File: config.mk
export PLATFORM = sky130hd
export DESIGN_NAME = spi_hold_master
export DESIGN_NICKNAME = d
export VERILOG_FILES = /design/src/rtl/spi_hold_pkg.sv /design/src/rtl/spi_half_timer.sv /design/src/rtl/spi_tx_shift.sv /design/src/rtl/spi_rx_shift.sv /design/src/rtl/spi_hold_master.sv
export SDC_FILE = /design/constraint.sdc
export NUM_CORES = 1
export LEC_CHECK = 0
export ABC_AREA = 1
export CAP_MARGIN = 10
export CELL_PAD_IN_SITES_DETAIL_PLACEMENT = 0
export CELL_PAD_IN_SITES_GLOBAL_PLACEMENT = 1
export CORE_UTILIZATION = 43
export DETAILED_ROUTE_END_ITERATION = 10
export HOLD_SLACK_MARGIN = 0.05
export PLACE_DENSITY = 0.88
export SLEW_MARGIN = 20
export SYNTH_ARGS = -nofsm -noshare
export SYNTH_HDL_FRONTEND = slang
export SYNTH_SLANG_ARGS = --single-unit
File: constraint.sdc
create_clock -name clk -period 4.8 [get_ports clk]
set_clock_uncertainty 0.2 [all_clocks]
set_input_delay 0.48 -clock clk [delete_from_list [all_inputs] [get_ports clk]]
set_output_delay 0.48 -clock clk [all_outputs]
set_load 0.05 [all_outputs]
File: src/rtl/spi_hold_pkg.sv
package spi_hold_pkg;

    typedef enum logic [2:0] {
        ST_IDLE,
        ST_LOW,
        ST_HIGH,
        ST_TRAIL,
        ST_HOLD,
        ST_GAP_A,
        ST_GAP_B
    } spi_state_t;

endpackage

File: src/rtl/spi_half_timer.sv
module spi_half_timer #(
    parameter int DIV_W = 8
) (
    input  logic             clk,
    input  logic             rst_n,
    input  logic             run,
    input  logic [DIV_W-1:0] div_val,
    output logic             tick
);

    logic [DIV_W-1:0] cnt_q;

    always_ff @(posedge clk or negedge rst_n) begin
        if (!rst_n) begin
            cnt_q <= '0;
        end else if (!run || cnt_q == div_val) begin
            cnt_q <= '0;
        end else begin
            cnt_q <= cnt_q + DIV_W'(1);
        end
    end

    assign tick = run && (cnt_q == div_val);

endmodule

File: src/rtl/spi_tx_shift.sv
module spi_tx_shift #(
    parameter int WORD_W = 16,
    parameter int LEN_W  = 4
) (
    input  logic              clk,
    input  logic              rst_n,
    input  logic              load,
    input  logic              shift,
    input  logic [WORD_W-1:0] data,
    input  logic [LEN_W-1:0]  len_m1,
    output logic              msb
);

    localparam logic [LEN_W-1:0] TOP_IDX = LEN_W'(WORD_W - 1);

    logic [WORD_W-1:0] sh_q;

    // Left-align the word so the first bit to send sits in the top position.
    always_ff @(posedge clk or negedge rst_n) begin
        if (!rst_n) begin
            sh_q <= '0;
        end else if (load) begin
            sh_q <= data << (TOP_IDX - len_m1);
        end else if (shift) begin
            sh_q <= {sh_q[WORD_W-2:0], 1'b0};
        end
    end

    assign msb = sh_q[WORD_W-1];

endmodule

File: src/rtl/spi_rx_shift.sv
module spi_rx_shift #(
    parameter int WORD_W = 16
) (
    input  logic              clk,
    input  logic              rst_n,
    input  logic              clear,
    input  logic              sample,
    input  logic              bit_in,
    output logic [WORD_W-1:0] word
);

    logic [WORD_W-1:0] sh_q;

    always_ff @(posedge clk or negedge rst_n) begin
        if (!rst_n) begin
            sh_q <= '0;
        end else if (clear) begin
            sh_q <= '0;
        end else if (sample) begin
            sh_q <= {sh_q[WORD_W-2:0], bit_in};
        end
    end

    assign word = sh_q;

endmodule

File: src/rtl/spi_hold_master.sv
module spi_hold_master
    import spi_hold_pkg::*;
#(
    parameter  int WORD_W = 16,
    parameter  int DIV_W  = 8,
    localparam int LEN_W  = $clog2(WORD_W)
) (
    input  logic              clk,
    input  logic              rst_n,
    input  logic [DIV_W-1:0]  clk_div,
    input  logic              req_valid,
    input  logic [WORD_W-1:0] req_data,
    input  logic [LEN_W-1:0]  req_len_m1,
    input  logic              req_hold,
    output logic              busy,
    output logic [WORD_W-1:0] rx_data,
    output logic              rx_valid,
    output logic              sclk,
    output logic              mosi,
    input  logic              miso,
    output logic              cs_n
);

    spi_state_t        state_q, state_d;
    logic [LEN_W-1:0]  bits_left_q;
    logic              hold_q;
    logic [DIV_W-1:0]  div_q;
    logic              tick;
    logic              run;
    logic              accept;
    logic              last_bit;
    logic              sample_en;
    logic              shift_en;
    logic              done;
    logic              tx_msb;
    logic [WORD_W-1:0] rx_word;
    logic [WORD_W-1:0] rx_data_q;
    logic              rx_valid_q;

    // Control strobes
    assign accept    = req_valid && (state_q == ST_IDLE || state_q == ST_HOLD);
    assign last_bit  = (bits_left_q == '0);
    assign run       = (state_q == ST_LOW)    || (state_q == ST_HIGH)  ||
                       (state_q == ST_TRAIL)  || (state_q == ST_GAP_A) ||
                       (state_q == ST_GAP_B);
    assign sample_en = (state_q == ST_LOW)  && tick;
    assign shift_en  = (state_q == ST_HIGH) && tick && !last_bit;
    assign done      = (state_q == ST_HIGH) && tick && last_bit;

    // State register
    always_ff @(posedge clk or negedge rst_n) begin
        if (!rst_n) begin
            state_q <= ST_IDLE;
        end else begin
            state_q <= state_d;
        end
    end

    // Next-state logic
    always_comb begin
        state_d = state_q;
        unique case (state_q)
            ST_IDLE:  if (accept) state_d = ST_LOW;
            ST_LOW:   if (tick)   state_d = ST_HIGH;
            ST_HIGH: begin
                if (tick) begin
                    if (!last_bit)   state_d = ST_LOW;
                    else if (hold_q) state_d = ST_HOLD;
                    else             state_d = ST_TRAIL;
                end
            end
            ST_TRAIL: if (tick)   state_d = ST_GAP_A;
            ST_HOLD:  if (accept) state_d = ST_LOW;
            ST_GAP_A: if (tick)   state_d = ST_GAP_B;
            ST_GAP_B: if (tick)   state_d = ST_IDLE;
            default:              state_d = ST_IDLE;
        endcase
    end

    // Outputs decoded from the state
    always_comb begin
        sclk = (state_q == ST_HIGH);
        cs_n = (state_q == ST_IDLE) || (state_q == ST_GAP_A) || (state_q == ST_GAP_B);
        busy = !((state_q == ST_IDLE) || (state_q == ST_HOLD));
        mosi = cs_n ? 1'b0 : tx_msb;
    end

    // Per-word context captured at acceptance
    always_ff @(posedge clk or negedge rst_n) begin
        if (!rst_n) begin
            bits_left_q <= '0;
            hold_q      <= 1'b0;
            div_q       <= '0;
        end else if (accept) begin
            bits_left_q <= req_len_m1;
            hold_q      <= req_hold;
            div_q       <= clk_div;
        end else if (shift_en) begin
            bits_left_q <= bits_left_q - LEN_W'(1);
        end
    end

    // Receive result register
    always_ff @(posedge clk or negedge rst_n) begin
        if (!rst_n) begin
            rx_data_q  <= '0;
            rx_valid_q <= 1'b0;
        end else begin
            rx_valid_q <= done;
            if (done) begin
                rx_data_q <= rx_word;
            end
        end
    end

    assign rx_data  = rx_data_q;
    assign rx_valid = rx_valid_q;

    spi_half_timer #(.DIV_W(DIV_W)) timer_i (
        .clk     (clk),
        .rst_n   (rst_n),
        .run     (run),
        .div_val (div_q),
        .tick    (tick)
    );

    spi_tx_shift #(.WORD_W(WORD_W), .LEN_W(LEN_W)) tx_i (
        .clk    (clk),
        .rst_n  (rst_n),
        .load   (accept),
        .shift  (shift_en),
        .data   (req_data),
        .len_m1 (req_len_m1),
        .msb    (tx_msb)
    );

    spi_rx_shift #(.WORD_W(WORD_W)) rx_i (
        .clk    (clk),
        .rst_n  (rst_n),
        .clear  (accept),
        .sample (sample_en),
        .bit_in (miso),
        .word   (rx_word)
    );

endmodule

After elaboration in Yosys (flattened, before gate mapping)
Cells that the tools add are included.
{"block": "classes", "n_shift": 1, "n_reduce_logical": 23, "mux": 17, "n_addsub": 3, "eq_ne": 13}
{"cell": "16-bit 2-to-1 mux", "count": 4}
{"cell": "3-bit 2-to-1 mux", "count": 8}
{"cell": "3-bit case mux with 6 select lines", "count": 1}
{"cell": "16-bit by 4-bit << shifter with 16-bit output", "count": 1}
{"cell": "3-bit equality test (second input constant)", "count": 3}
{"cell": "8-bit by 1-bit adder with 8-bit output (second input constant)", "count": 1}
{"cell": "8-bit equality test", "count": 1}
{"cell": "1-bit logical OR", "count": 8}
{"cell": "4-bit 2-to-1 mux", "count": 2}
{"cell": "8-bit 2-to-1 mux", "count": 1}
{"cell": "2-bit != test (second input constant)", "count": 4}
{"cell": "3-bit by 2-bit equality test with 1-bit output (second input constant)", "count": 2}
{"cell": "1-bit logical AND", "count": 6}
{"cell": "6-bit AND reduction", "count": 1}
{"cell": "4-bit zero test", "count": 1}
{"cell": "2-bit by 1-bit != test with 1-bit output (second input constant)", "count": 2}
{"cell": "2-bit nonzero test", "count": 2}
{"cell": "4-bit by 1-bit subtractor with 4-bit output (second input constant)", "count": 1}
{"cell": "4-bit subtractor (first input constant)", "count": 1}
{"cell": "3-bit by 1-bit equality test with 1-bit output (second input constant)", "count": 1}
{"cell": "1-bit zero test", "count": 3}
{"cell": "3-bit zero test", "count": 1}
{"cell": "2-bit OR reduction", "count": 1}
{"cell": "1-bit 2-to-1 mux", "count": 1}
{"block": "totals", "wordCells": 66, "register_bits": 73, "out_inout_bits": 21, "input_bits": 33}

Depth between registers and ports, before layout
Gate-level depths: netlist (run 1).
{"block": "depth", "word_depth": 10, "ltp_mapped": 11, "mapped_depth_nobuf": 10}

Cells and area by module
A second synthesis (run 1) with hierarchy kept.
{"block": "hier_totals", "hier_cells": 555, "area_unflattened_um2": 4091.4}
{"mod": "spi_hold_master", "area_each_um2": 1532.7, "cells_per_inst": 196, "instances": 1, "seq_area_each_um2": 825.8}
{"mod": "spi_tx_shift", "area_each_um2": 1393.8, "cells_per_inst": 218, "instances": 1, "seq_area_each_um2": 400.4}
{"mod": "spi_rx_shift", "area_each_um2": 650.6, "cells_per_inst": 70, "instances": 1, "seq_area_each_um2": 400.4}
{"mod": "spi_half_timer", "area_each_um2": 514.2, "cells_per_inst": 71, "instances": 1, "seq_area_each_um2": 200.2}

Worst setup path before layout (run 1)
Ideal clock, no wire load.
{"block": "synth_path", "kind": "register to output", "from": "reg state_q[1]", "to": "out mosi", "slack_ns": 1.790, "n_path_buf": 0, "t_arrival_ns": 2.330, "stages_incl_launch_ff": 6, "required_time_ns": 4.120, "cell_sequence": "dfrtp_1 -> nand2_1 -> inv_1 -> nor2_1 -> o21ai_0 -> nor2_1"}
{"block": "synth_between", "elab_chain_len": 4, "word_cells_on_any_way": 6, "cone_classes": "2 x eq/ne; 1 x mux; 3 x reduce/logical"}
{"item": "start, declared", "line_no": "spi_hold_master.sv:24", "rtl": "spi_state_t state_q, state_d;"}
{"item": "start signal, assigned", "line_no": "spi_hold_master.sv:55", "rtl": "state_q <= state_d;"}
{"item": "3-bit equality test or 3-bit zero test (tied branches)", "line_no": "spi_hold_master.sv:83", "rtl": "cs_n = (state_q == ST_IDLE) || (state_q == ST_GAP_A) || (state_q == ST_GAP_B);"}
{"item": "1-bit logical OR", "line_no": "spi_hold_master.sv:83"}
{"item": "1-bit logical OR *", "line_no": "spi_hold_master.sv:83"}
{"item": "named net cs_n", "line_no": "spi_hold_master.sv:21", "rtl": "output logic cs_n"}
{"item": "1-bit 2-to-1 mux *", "line_no": "spi_hold_master.sv:85", "rtl": "mosi = cs_n ? 1'b0 : tx_msb;"}
{"item": "end, declared", "line_no": "spi_hold_master.sv:19", "rtl": "output logic mosi,"}
Mark *: on every way through the listed nets, which the timed path passes. The rest lies on a longest branch.

Worst setup path after layout (run 1)
{"block": "layout_path", "from": "reg state_q[0]", "to": "out cs_n"}
{"block": "layout_between", "elab_chain_len": 3, "word_cells_on_any_way": 5, "cone_classes": "2 x eq/ne; 3 x reduce/logical"}
{"item": "3-bit equality test or 3-bit zero test (tied branches)", "line_no": "spi_hold_master.sv:83"}
{"item": "1-bit logical OR", "line_no": "spi_hold_master.sv:83"}
{"item": "1-bit logical OR *", "line_no": "spi_hold_master.sv:83"}
{"item": "end, declared", "line_no": "spi_hold_master.sv:21"}
Every way passes the cells marked *; elsewhere a longest branch is shown, timed or not.

==> flow_metrics.env, run 1 <==
export IMPL_fp_row_count=35
export IMPL_clk_pin_slew_ps=80
export IMPL_ctsResizeCount=0
export IMPL_drtIter0Drc=191
export IMPL_area_growth_pct=17.02
export IMPL_endpoint_kind="output pin"
export IMPL_ys_seq_elements=73
export IMPL_slowest_stage="clkdlybuf4s50_1"
export IMPL_drt_total_wl_mm=8.768
export IMPL_use_met1=0.2583
export IMPL_grt_usage=0.1920
export IMPL_start_util=0.4429
export IMPL_fill_cells=909
export IMPL_layout_drive_gt1_share=0.07860
export IMPL_ant_nets=0
export IMPL_ios=54
export IMPL_firstDrtPassIters=4
export IMPL_critPathMaxStageDelay_ps=860
export IMPL_gp_congestion=0.8155
export IMPL_grt_pass1_vias=3311
export IMPL_yosysUniqueCellTypes=31
export IMPL_cts_buffers=9
export IMPL_nets=629
export IMPL_syn_area_sq_um=4073
export IMPL_cts_root_buf="clkbuf_8"
export IMPL_io_buffers=53
export IMPL_antenna_cells=0
export IMPL_die_h_um=99.32
export IMPL_core_area_sq_um=9196
export IMPL_grt_max_degree=66
export IMPL_ir_drop_uv=316.4
export IMPL_yosysTopAreaCell="dfrtp_1"
export IMPL_synthTopCellsByArea="dfrtp_1, nand2_1, nand3_1"
export IMPL_routedWlPerCell_um=12.37
export IMPL_avgSynthCellArea_sq_um=7.378
export IMPL_maxCapViolations=0
export IMPL_die_width_um=99.32
export IMPL_syn_num_nets=588
export IMPL_rsz0062_at_grt="no"
export IMPL_timing_final_crit_share=0.6047
export IMPL_worst_pin_slew_ps=1044
export IMPL_cts_tree="built"
export IMPL_ys_seq_area_frac=0.4485
export IMPL_antenna_found_initial=0
export IMPL_crit_path_cell_trace="inv_1 > nor2_2 > nand2_1 > o21ai_0 > clkdlybuf4s50_1"
export IMPL_seq_area_sq_um=1827
export IMPL_timing_fmax_mhz=344.5
export IMPL_met2_usage=0.3173
export IMPL_viasPerCell=4.984
export IMPL_netlist_instances=552
export IMPL_status="finished clean"
export IMPL_relSlewSlack=0.3015
export IMPL_start_kind="flip-flop"
export IMPL_post_layout_total_power_mw=2.101
export IMPL_hold_class="flip-flop to flip-flop"
export IMPL_power_leakage_nw=2.432
export IMPL_post_cts_buffers=0
export IMPL_path_class="flip-flop to output pin"
export IMPL_vias=3534
export IMPL_worstPathArrival_ps=2220
export IMPL_cts_buffer_depth=2
export IMPL_multiInputGateArea_sq_um=1951
export IMPL_worstPathMaxFanout=7
export IMPL_finalSetupTns_ps=0
export IMPL_cts_sinks=73
export IMPL_grt_overflow=0
export IMPL_power_density_nw_per_um2=440.8
export IMPL_final_util=0.5182
export IMPL_dieArea_sq_um=9864
export IMPL_top_usage_layer="met2"
export IMPL_grt_pass1_wl_mm=15.17
export IMPL_worstPathRequired_ps=4120
export IMPL_dp_hpwl_mm=6.096
export IMPL_setup_viol=0
export IMPL_fin_crit_ps=2902
export IMPL_report_final_slew_viol_count=0
export IMPL_netlist_area_leader_share=0.4485
export IMPL_finalHoldViolations=0
export IMPL_use_met3=0.03654
export IMPL_htree_levels=3
export IMPL_ys_warn_count=0
export IMPL_insertion_delay_ps=340
export IMPL_drc=0
[worst max-delay path, delay by kind of cell, from the launching register on]
family	cells	cell delay (ps)
DFF	1	500
AOI/OAI and AO/OA	1	140
buffers and inverters	2	960
and+or+nand+nor	2	270
[flip-flops by register name, summed over array words and instances, names as in the netlist]
register       flops
div_q              8
timer_i.cnt_q      8
tx_i.sh_q         16
hold_q             1
rx_i.word         16
bits_left_q        4
rx_valid           1
rx_data           16
state_q            3
[cells by family (layout without fill, tap and decap cells)]
kind of cell / count (synthesis) / count (layout) / share of synthesized area
adders and majority gates: 3 / 3 / 0.009218
buffers and inverters: 61 / 107 / 0.07250
AOI/OAI and AO/OA: 36 / 36 / 0.04731
DFF: 73 / 73 / 0.4485
xor gates and xnor gates: 8 / 8 / 0.01720
and+or+nand+nor: 371 / 371 / 0.4052
[timing repair]
action                     in CTS  in global routing
setup endpoints to repair       0                  0
hold buffers                    1                  0
hold endpoints to repair        8                  0
[layout make-up]
class                      count  share of cell area
clock inverter                 6            0.008926
tap                          111             0.02914
sequential                    73              0.3833
multi-input combinational    418              0.4093
inverter                      36             0.02862
timing repair buffer          55              0.1139
clock buffer                  10             0.02678
[through the flow]
stage | instances | cell area [sq um] | hold WS, ps | worst slack [ps]
final | 709 | 4766 | 279.2 | 1898
after floorplan | 552 | 4073 | -15.59 | 1790
after global routing | 709 | 4766 | 303.8 | 1674
after CTS | 709 | 4766 | 284.2 | 1888
after detailed placement | 692 | 4586 | 136.2 | 1744
after global placement | 692 | 4586 | 132.8 | 1772
[metal layers]
metal,part of all wire,vias to the layer above
met2,0.47,46
li1,-,1827
met5,0,-
met4,0.0092,0
met3,0.027,6
met1,0.49,1655
[path summary, 6_finish.rpt]
path / from / endpoint / depth (start not counted) / slack (ps)
max in group asynchronous: rst_n / bits_left_q[1]$_DFFE_PN0P_ / 3 / 3030
worst max register to register: timer_i.cnt_q[6]$_DFF_PN0_ / tx_i.sh_q[0]$_DFFE_PN0P_ / 6 / 1970
min in group asynchronous: rst_n / timer_i.cnt_q[5]$_DFF_PN0_ / 2 / 310
worst min-delay path: rx_i.word[15]$_DFFE_PN0P_ / rx_data[15]$_DFFE_PN0P_ / 2 / 280
worst max-delay path: state_q[0]$_DFFE_PN0P_ / cs_n / 5 / 1900
worst min register to register: rx_i.word[15]$_DFFE_PN0P_ / rx_data[15]$_DFFE_PN0P_ / 2 / 280
[cells in the final DEF, fill, tap and decap left out, drive strengths merged]
| cell type | instances |
|---|---|
| o21ai | 22 |
| a31oi | 3 |
| inv | 36 |
| nand3 | 81 |
| clkbuf | 10 |
| a21oi | 7 |
| or2 | 3 |
| o22ai | 2 |
| a22o | 1 |
| nor3b | 2 |
| buf | 2 |
| ha | 3 |
| nor2 | 33 |
| dfrtp | 73 |
| o211ai | 1 |
| clkdlybuf4s50 | 52 |
| xor2 | 3 |
| nand2 | 246 |
| nor3 | 3 |
| xnor2 | 5 |
| clkinv | 4 |
| dlygate4sd3 | 1 |
| clkinvlp | 2 |
| nand4 | 3 |
[power breakdown]
group | total, mW | internal, mW | switching (mW)
registers | 0.848 | 0.743 | 0.104
clock network | 0.430 | 0.189 | 0.242
logic | 0.823 | 0.290 | 0.533
[synthesized netlist by cell type]
| library cell | number |
|---|---|
| nand2_2 | 3 |
| or2_2 | 3 |
| nor3b_1 | 2 |
| a31oi_1 | 3 |
| nand3_2 | 10 |
| inv_2 | 3 |
| buf_6 | 4 |
| nor2_2 | 4 |
| nand3_1 | 71 |
| buf_4 | 5 |
| o22ai_1 | 2 |
| clkinv_2 | 1 |
| nand2_1 | 243 |
| nand4_2 | 1 |
| buf_2 | 13 |
| a22o_1 | 1 |
| inv_1 | 32 |
| nor3_4 | 1 |
| xnor2_1 | 5 |
| nor3_1 | 2 |
| clkbuf_1 | 2 |
| dfrtp_1 | 73 |
| nor2_1 | 27 |
| nor2_4 | 2 |
| a21oi_1 | 7 |
| buf_1 | 1 |
| o211ai_1 | 1 |
| ha_1 | 3 |
| xor2_1 | 3 |
| nand4_4 | 2 |
| o21ai_0 | 22 |
Power figures use the tool's default switching activity.
==> run 2: changes to the inputs <==
--- a/config.mk
+++ b/config.mk
@@ -9,10 +9,10 @@
 export CAP_MARGIN = 10
 export CELL_PAD_IN_SITES_DETAIL_PLACEMENT = 0
 export CELL_PAD_IN_SITES_GLOBAL_PLACEMENT = 1
-export CORE_UTILIZATION = 43
+export CORE_UTILIZATION = 36
 export DETAILED_ROUTE_END_ITERATION = 10
 export HOLD_SLACK_MARGIN = 0.05
-export PLACE_DENSITY = 0.88
+export PLACE_DENSITY = 0.79
 export SLEW_MARGIN = 20
 export SYNTH_ARGS = -nofsm -noshare
 export SYNTH_HDL_FRONTEND = slang
==> constraint.sdc (replaced) <==
create_clock -name clk -period 2.6 [get_ports clk]
set_clock_uncertainty 0.2 [all_clocks]
set_input_delay 0.26 -clock clk [delete_from_list [all_inputs] [get_ports clk]]
set_output_delay 0.26 -clock clk [all_outputs]
set_load 0.05 [all_outputs]
==> run 2 against run 1 <==
Compared with the run above:
- cell count up 5.5%
- critical endpoint is now sclk
- via count up 2.7%
- critical path type unchanged
- largest cell class unchanged
- sequential share of layout area fell by 2.1 points
- largest power group unchanged
==> flow_metrics.env, run 2 (same netlist as run 1, synthesis figures left out) <==
export IMPL_holdWs_ps=252.5
export IMPL_maxCapViolations=0
export IMPL_viasPerCell=4.850
export IMPL_fp_row_count=38
export IMPL_top_usage_layer="met2"
export IMPL_die_width_um=108.4
export IMPL_fin_crit_ps=2493
export IMPL_cp_depth=3
export IMPL_drtIter0Drc=193
export IMPL_cts_sinks=73
export IMPL_timing_fmax_mhz=401.1
export IMPL_drc=0
export IMPL_worstPathMaxFanout=7
export IMPL_grt_pass1_vias=3517
export IMPL_worstPathRequired_ps=2140
export IMPL_cts_tree="built"
export IMPL_gp_congestion=0.8103
export IMPL_use_met3=0.04280
export IMPL_core_area_sq_um=10940
export IMPL_io_buffers=53
export IMPL_path_class="flip-flop to output pin"
export IMPL_layout_drive_gt1_share=0.09375
export IMPL_nets=639
export IMPL_seqPwrFrac=0.342
export IMPL_clkPwrFrac=0.315
export IMPL_use_met1=0.2355
export IMPL_status="finished clean"
export IMPL_rsz0062_at_grt="no"
export IMPL_relSlewSlack=0.6082
export IMPL_post_cts_buffers=0
export IMPL_endpoint_kind="output pin"
export IMPL_met2_usage=0.2916
export IMPL_grt_overflow=0
export IMPL_timing_final_crit_share=0.9590
export IMPL_antenna_found_initial=0
export IMPL_ant_nets=0
export IMPL_crit_path_cell_trace="inv_2 > nor3_4 > clkdlybuf4s50_1"
export IMPL_die_h_um=108.4
export IMPL_rr_worst_depth=6
export IMPL_ios=54
export IMPL_antenna_cells=0
export IMPL_cts_root_buf="clkbuf_16"
export IMPL_worst_pin_slew_ps=587.7
export IMPL_critPathBufInv=2
export IMPL_p_comb_frac=0.342
export IMPL_layout_commonest_cell="nand2_1"
export IMPL_crit_family="buffers and inverters"
export IMPL_ir_drop_uv=556.6
export IMPL_cts_buffer_depth=2
export IMPL_drt_total_wl_mm=9.480
export IMPL_netSwitchingPower_mw=1.708
export IMPL_dieArea_sq_um=11740
export IMPL_power_density_nw_per_um2=906.9
export IMPL_htree_levels=3
export IMPL_setup_viol=0
export IMPL_intPower_mw=2.871
export IMPL_p_sw_frac=0.3730
export IMPL_start_util=0.3724
export IMPL_firstDrtPassIters=4
export IMPL_mostFrequentLayoutCells="nand2_1, dfrtp_1, nand3_1, clkdlybuf4s50_1, inv_1"
export IMPL_power_leakage_nw=2.566
export IMPL_clk_pin_slew_ps=60
export IMPL_grt_pass1_wl_mm=16.42
export IMPL_area_growth_pct=23.96
export IMPL_slowest_stage="clkdlybuf4s50_1"
export IMPL_cts_buffers=9
export IMPL_insertion_delay_ps=340
export IMPL_finalHoldViolations=0
export IMPL_grt_usage=0.1799
export IMPL_finalSetupTns_ps=0
export IMPL_grt_max_degree=27
export IMPL_dp_hpwl_mm=6.723
export IMPL_vias=3628
export IMPL_routedWlPerCell_um=12.67
export IMPL_start_kind="flip-flop"
export IMPL_report_final_slew_viol_count=0
export IMPL_critPathMaxStageDelay_ps=890
export IMPL_worstPathArrival_ps=2030
export IMPL_hold_class="input port to async pin"
## run 2: cell types whose count changed in the layout (fill, tap and decap cells not counted), moves of 2 or more
cell,delta
buf_4,+10
clkinv_2,-2
dlygate4sd2_1,+2
clkbuf_8,-9
bufinv_16,+3
clkdlybuf4s50_1,-2
clkbuf_16,+9
## run 2: power by group through the flow
| stage | sequential, mW | combinational [mW] | clock (mW) |
|---|---|---|---|
| floorplan | 1.55 | 1.21 | 0 |
| global placement | 1.57 | 1.56 | 0 |
| detailed placement | 1.59 | 1.59 | 0 |
| CTS | 1.57 | 1.59 | 1.48 |
| global route | 1.60 | 1.79 | 1.52 |
| finish | 1.57 | 1.57 | 1.44 |
## run 2: worst paths after layout
kind                                               to                      start  slack, ps
max                                              sclk     state_q[1]$_DFFE_PN0P_        110
max in group asynchronous    rx_i.word[2]$_DFFE_PN0P_                      rst_n       1180
min in group clk                 div_q[5]$_DFFE_PN0P_                 clk_div[5]        260
min                        timer_i.cnt_q[3]$_DFF_PN0_                      rst_n        250
min reg2reg                   rx_data[15]$_DFFE_PN0P_  rx_i.word[15]$_DFFE_PN0P_        270
max reg2reg                  tx_i.sh_q[0]$_DFFE_PN0P_     state_q[0]$_DFFE_PN0P_        590
## run 2: stage by stage
stage          instances  instance area, sq um    util  total power [mW]  setup slack [ps]
5_1_grt              748                  5049  0.4617             4.913             12.61
2_1_floorplan        552                  4073       -             2.760             317.0
6_report             748                  5049  0.4617             4.579             106.7
3_5_place_dp         731                  4697  0.4295             3.179             292.1
3_3_place_gp         731                  4697  0.4295             3.137             373.6
4_1_cts              748                  5049  0.4617             4.637             74.09
## run 2: metal layers
| layer | vias up | routed length, um |
|---|---|---|
| li1 | 1854 | - |
| met1 | 1701 | 4488 |
| met5 | - | 0 |
| met3 | 11 | 375 |
| met2 | 62 | 4468 |
| met4 | 0 | 148 |
## run 2: repair_timing
item | in CTS | in global routing
resized for setup | 2 | 0
hold endpoints to repair | 23 | 0
hold buffers | 1 | 0
setup endpoints to repair | 2 | 0
## run 2: cell type report
class | count | area (sq um)
Clock buffer | 10 | 229.0
Clock inverter | 6 | 115.1
Fill cell | 1117 | 5887
Inverter | 36 | 136.4
Multi-Input combinational cell | 418 | 1951
Sequential cell | 73 | 1827
Tap cell | 140 | 175.2
Timing Repair Buffer | 65 | 615.6
==> run 3: changes to the inputs <==
--- a/config.mk
+++ b/config.mk
@@ -9,6 +9,7 @@
 export CAP_MARGIN = 10
 export CELL_PAD_IN_SITES_DETAIL_PLACEMENT = 0
 export CELL_PAD_IN_SITES_GLOBAL_PLACEMENT = 1
+export CORE_MARGIN = 5
 export CORE_UTILIZATION = 36
 export DETAILED_ROUTE_END_ITERATION = 10
 export HOLD_SLACK_MARGIN = 0.05
==> run 3 against run 2 <==
Compared with the run above:
- die area is 15% higher
- cell count is 0.13% lower
- register-to-register slack worse by 30 ps
- first-iteration DRC count is 6.2% higher
- clock power is 10% lower
- non-clock buffer count stayed put
- combinational power hardly changed
==> flow_metrics.env, run 3 (same netlist as run 1, synthesis figures left out) <==
export IMPL_met2_usage=0.2613
export IMPL_place_area_sq_um=4697
export IMPL_die_h_um=116.4
export IMPL_grt_max_degree=31
export IMPL_grt_pass1_wl_mm=16.53
export IMPL_start_kind="flip-flop"
export IMPL_htree_levels=3
export IMPL_fill_cells=1140
export IMPL_nets=639
export IMPL_worstPathMaxFanout=7
export IMPL_cts_tree="built"
export IMPL_use_met1=0.1944
export IMPL_holdWs_ps=274.7
export IMPL_rsz0062_at_grt="no"
export IMPL_core_area_sq_um=10980
export IMPL_holdPathStages=2
export IMPL_cts_root_buf="clkbuf_16"
export IMPL_finalHoldViolations=0
export IMPL_report_final_slew_viol_count=0
export IMPL_use_met3=0.03420
export IMPL_antenna_cells=0
export IMPL_cts_sinks=73
export IMPL_layout_commonest_cell="nand2_1"
export IMPL_drc=0
export IMPL_insertion_delay_ps=330
export IMPL_finalSetupTns_ps=0
export IMPL_layout_drive_gt1_share=0.09226
export IMPL_fin_ws_ps=117.6
export IMPL_grt_pass1_vias=3625
export IMPL_hold_class="flip-flop to flip-flop"
export IMPL_worstPathArrival_ps=2020
export IMPL_grt_usage=0.1518
export IMPL_worst_pin_slew_ps=604.8
export IMPL_antenna_found_initial=0
export IMPL_timing_final_crit_share=0.9548
export IMPL_pre_cts_ws_ps=282.7
export IMPL_status="finished clean"
export IMPL_fp_row_count=38
export IMPL_die_width_um=116.4
export IMPL_relSlewSlack=0.5968
export IMPL_power_density_nw_per_um2=884.4
export IMPL_mostFrequentLayoutCells="nand2_1, dfrtp_1, nand3_1, clkdlybuf4s50_1, inv_1"
export IMPL_vias=3590
export IMPL_drtIter0Drc=205
export IMPL_grt_overflow=0
export IMPL_ir_drop_uv=833.6
export IMPL_power_leakage_nw=2.563
export IMPL_fin_crit_ps=2482
export IMPL_ios=54
export IMPL_dp_hpwl_mm=6.981
export IMPL_path_class="flip-flop to output pin"
export IMPL_endpoint_kind="output pin"
export IMPL_post_cts_buffers=0
export IMPL_rr_worst_depth=7
export IMPL_cts_buffer_depth=2
export IMPL_area_growth_pct=23.23
export IMPL_routedWlPerCell_um=12.77
export IMPL_drt_total_wl_mm=9.541
export IMPL_firstDrtPassIters=4
export IMPL_start_util=0.3708
export IMPL_ant_nets=0
export IMPL_io_buffers=53
export IMPL_clk_pin_slew_ps=60
export IMPL_cts_buffers=9
export IMPL_setup_viol=0
export IMPL_dieArea_sq_um=13540
export IMPL_timing_fmax_mhz=402.8
export IMPL_viasPerCell=4.806
export IMPL_maxCapViolations=0
export IMPL_top_usage_layer="met2"
export IMPL_gp_congestion=0.8227
export IMPL_worstPathRequired_ps=2140
export IMPL_final_util=0.4569
export IMPL_fin_area_sq_um=5019
[run 3: cell count changes in the layout (fill, tap and decap cells not counted)]
cell | before | now
clkinv_2 | 1 | 2
dlygate4sd2_1 | 2 | 1
inv_6 | 1 | 0
dlymetal6s2s_1 | 0 | 1
bufinv_16 | 3 | 2
[run 3: layout make-up]
cell class	count	area, sq um	area share
multi-input cells	418	1951	0.3887
clock inverters	5	81.33	0.01621
flip-flops and latches	73	1827	0.3640
well taps	140	175.2	0.03490
clock buffers	10	229.0	0.04562
repair buffers	65	619.3	0.1234
inverters	36	136.4	0.02718
[run 3: layer usage]
metal	part of all wire	wire [um]
met5	0	0
met4	0.0097	93
met3	0.034	325
met2	0.49	4683
met1	0.47	4439
[run 3: power breakdown]
| group | internal [mW] | switching [mW] | leakage [nW] | total (mW) |
|---|---|---|---|---|
| Sequential | 1.38 | 0.195 | 0.979 | 1.57 |
| Clock | 0.834 | 0.456 | 0.149 | 1.29 |
| Combinational | 0.557 | 1.02 | 1.44 | 1.58 |
[run 3: timing repair]
item,4_1_cts,5_1_grt
setup endpoints to repair,1,1
hold endpoints to repair,23,0
gates resized for setup,1,1
hold buffers,1,0
[run 3: through the flow]
step                cells  power [mW]
floorplan             552       2.760
global placement      731       3.134
detailed placement    731       3.183
CTS                   747       4.503
global route          747       4.772
finish                747       4.438
[run 3: worst paths after layout]
kind | startpoint | endpoint | slack (ps)
setup / recovery | state_q[1]$_DFFE_PN0P_ | sclk | 120
hold / removal | rx_data[13]$_DFFE_PN0P_ | rx_data[13]$_DFFE_PN0P_ | 270
setup reg to reg | state_q[0]$_DFFE_PN0P_ | tx_i.sh_q[11]$_DFFE_PN0P_ | 560
hold reg to reg | rx_data[13]$_DFFE_PN0P_ | rx_data[13]$_DFFE_PN0P_ | 270
max in group asynchronous | rst_n | rx_i.word[5]$_DFFE_PN0P_ | 1110
min in group asynchronous | rst_n | div_q[2]$_DFFE_PN0P_ | 280
[run 3: critical path: stages, from the launching register on]
cell	delay [ps]
dfrtp_1	490
inv_2	70
nor3_4	240
clkdlybuf4s50_1	890
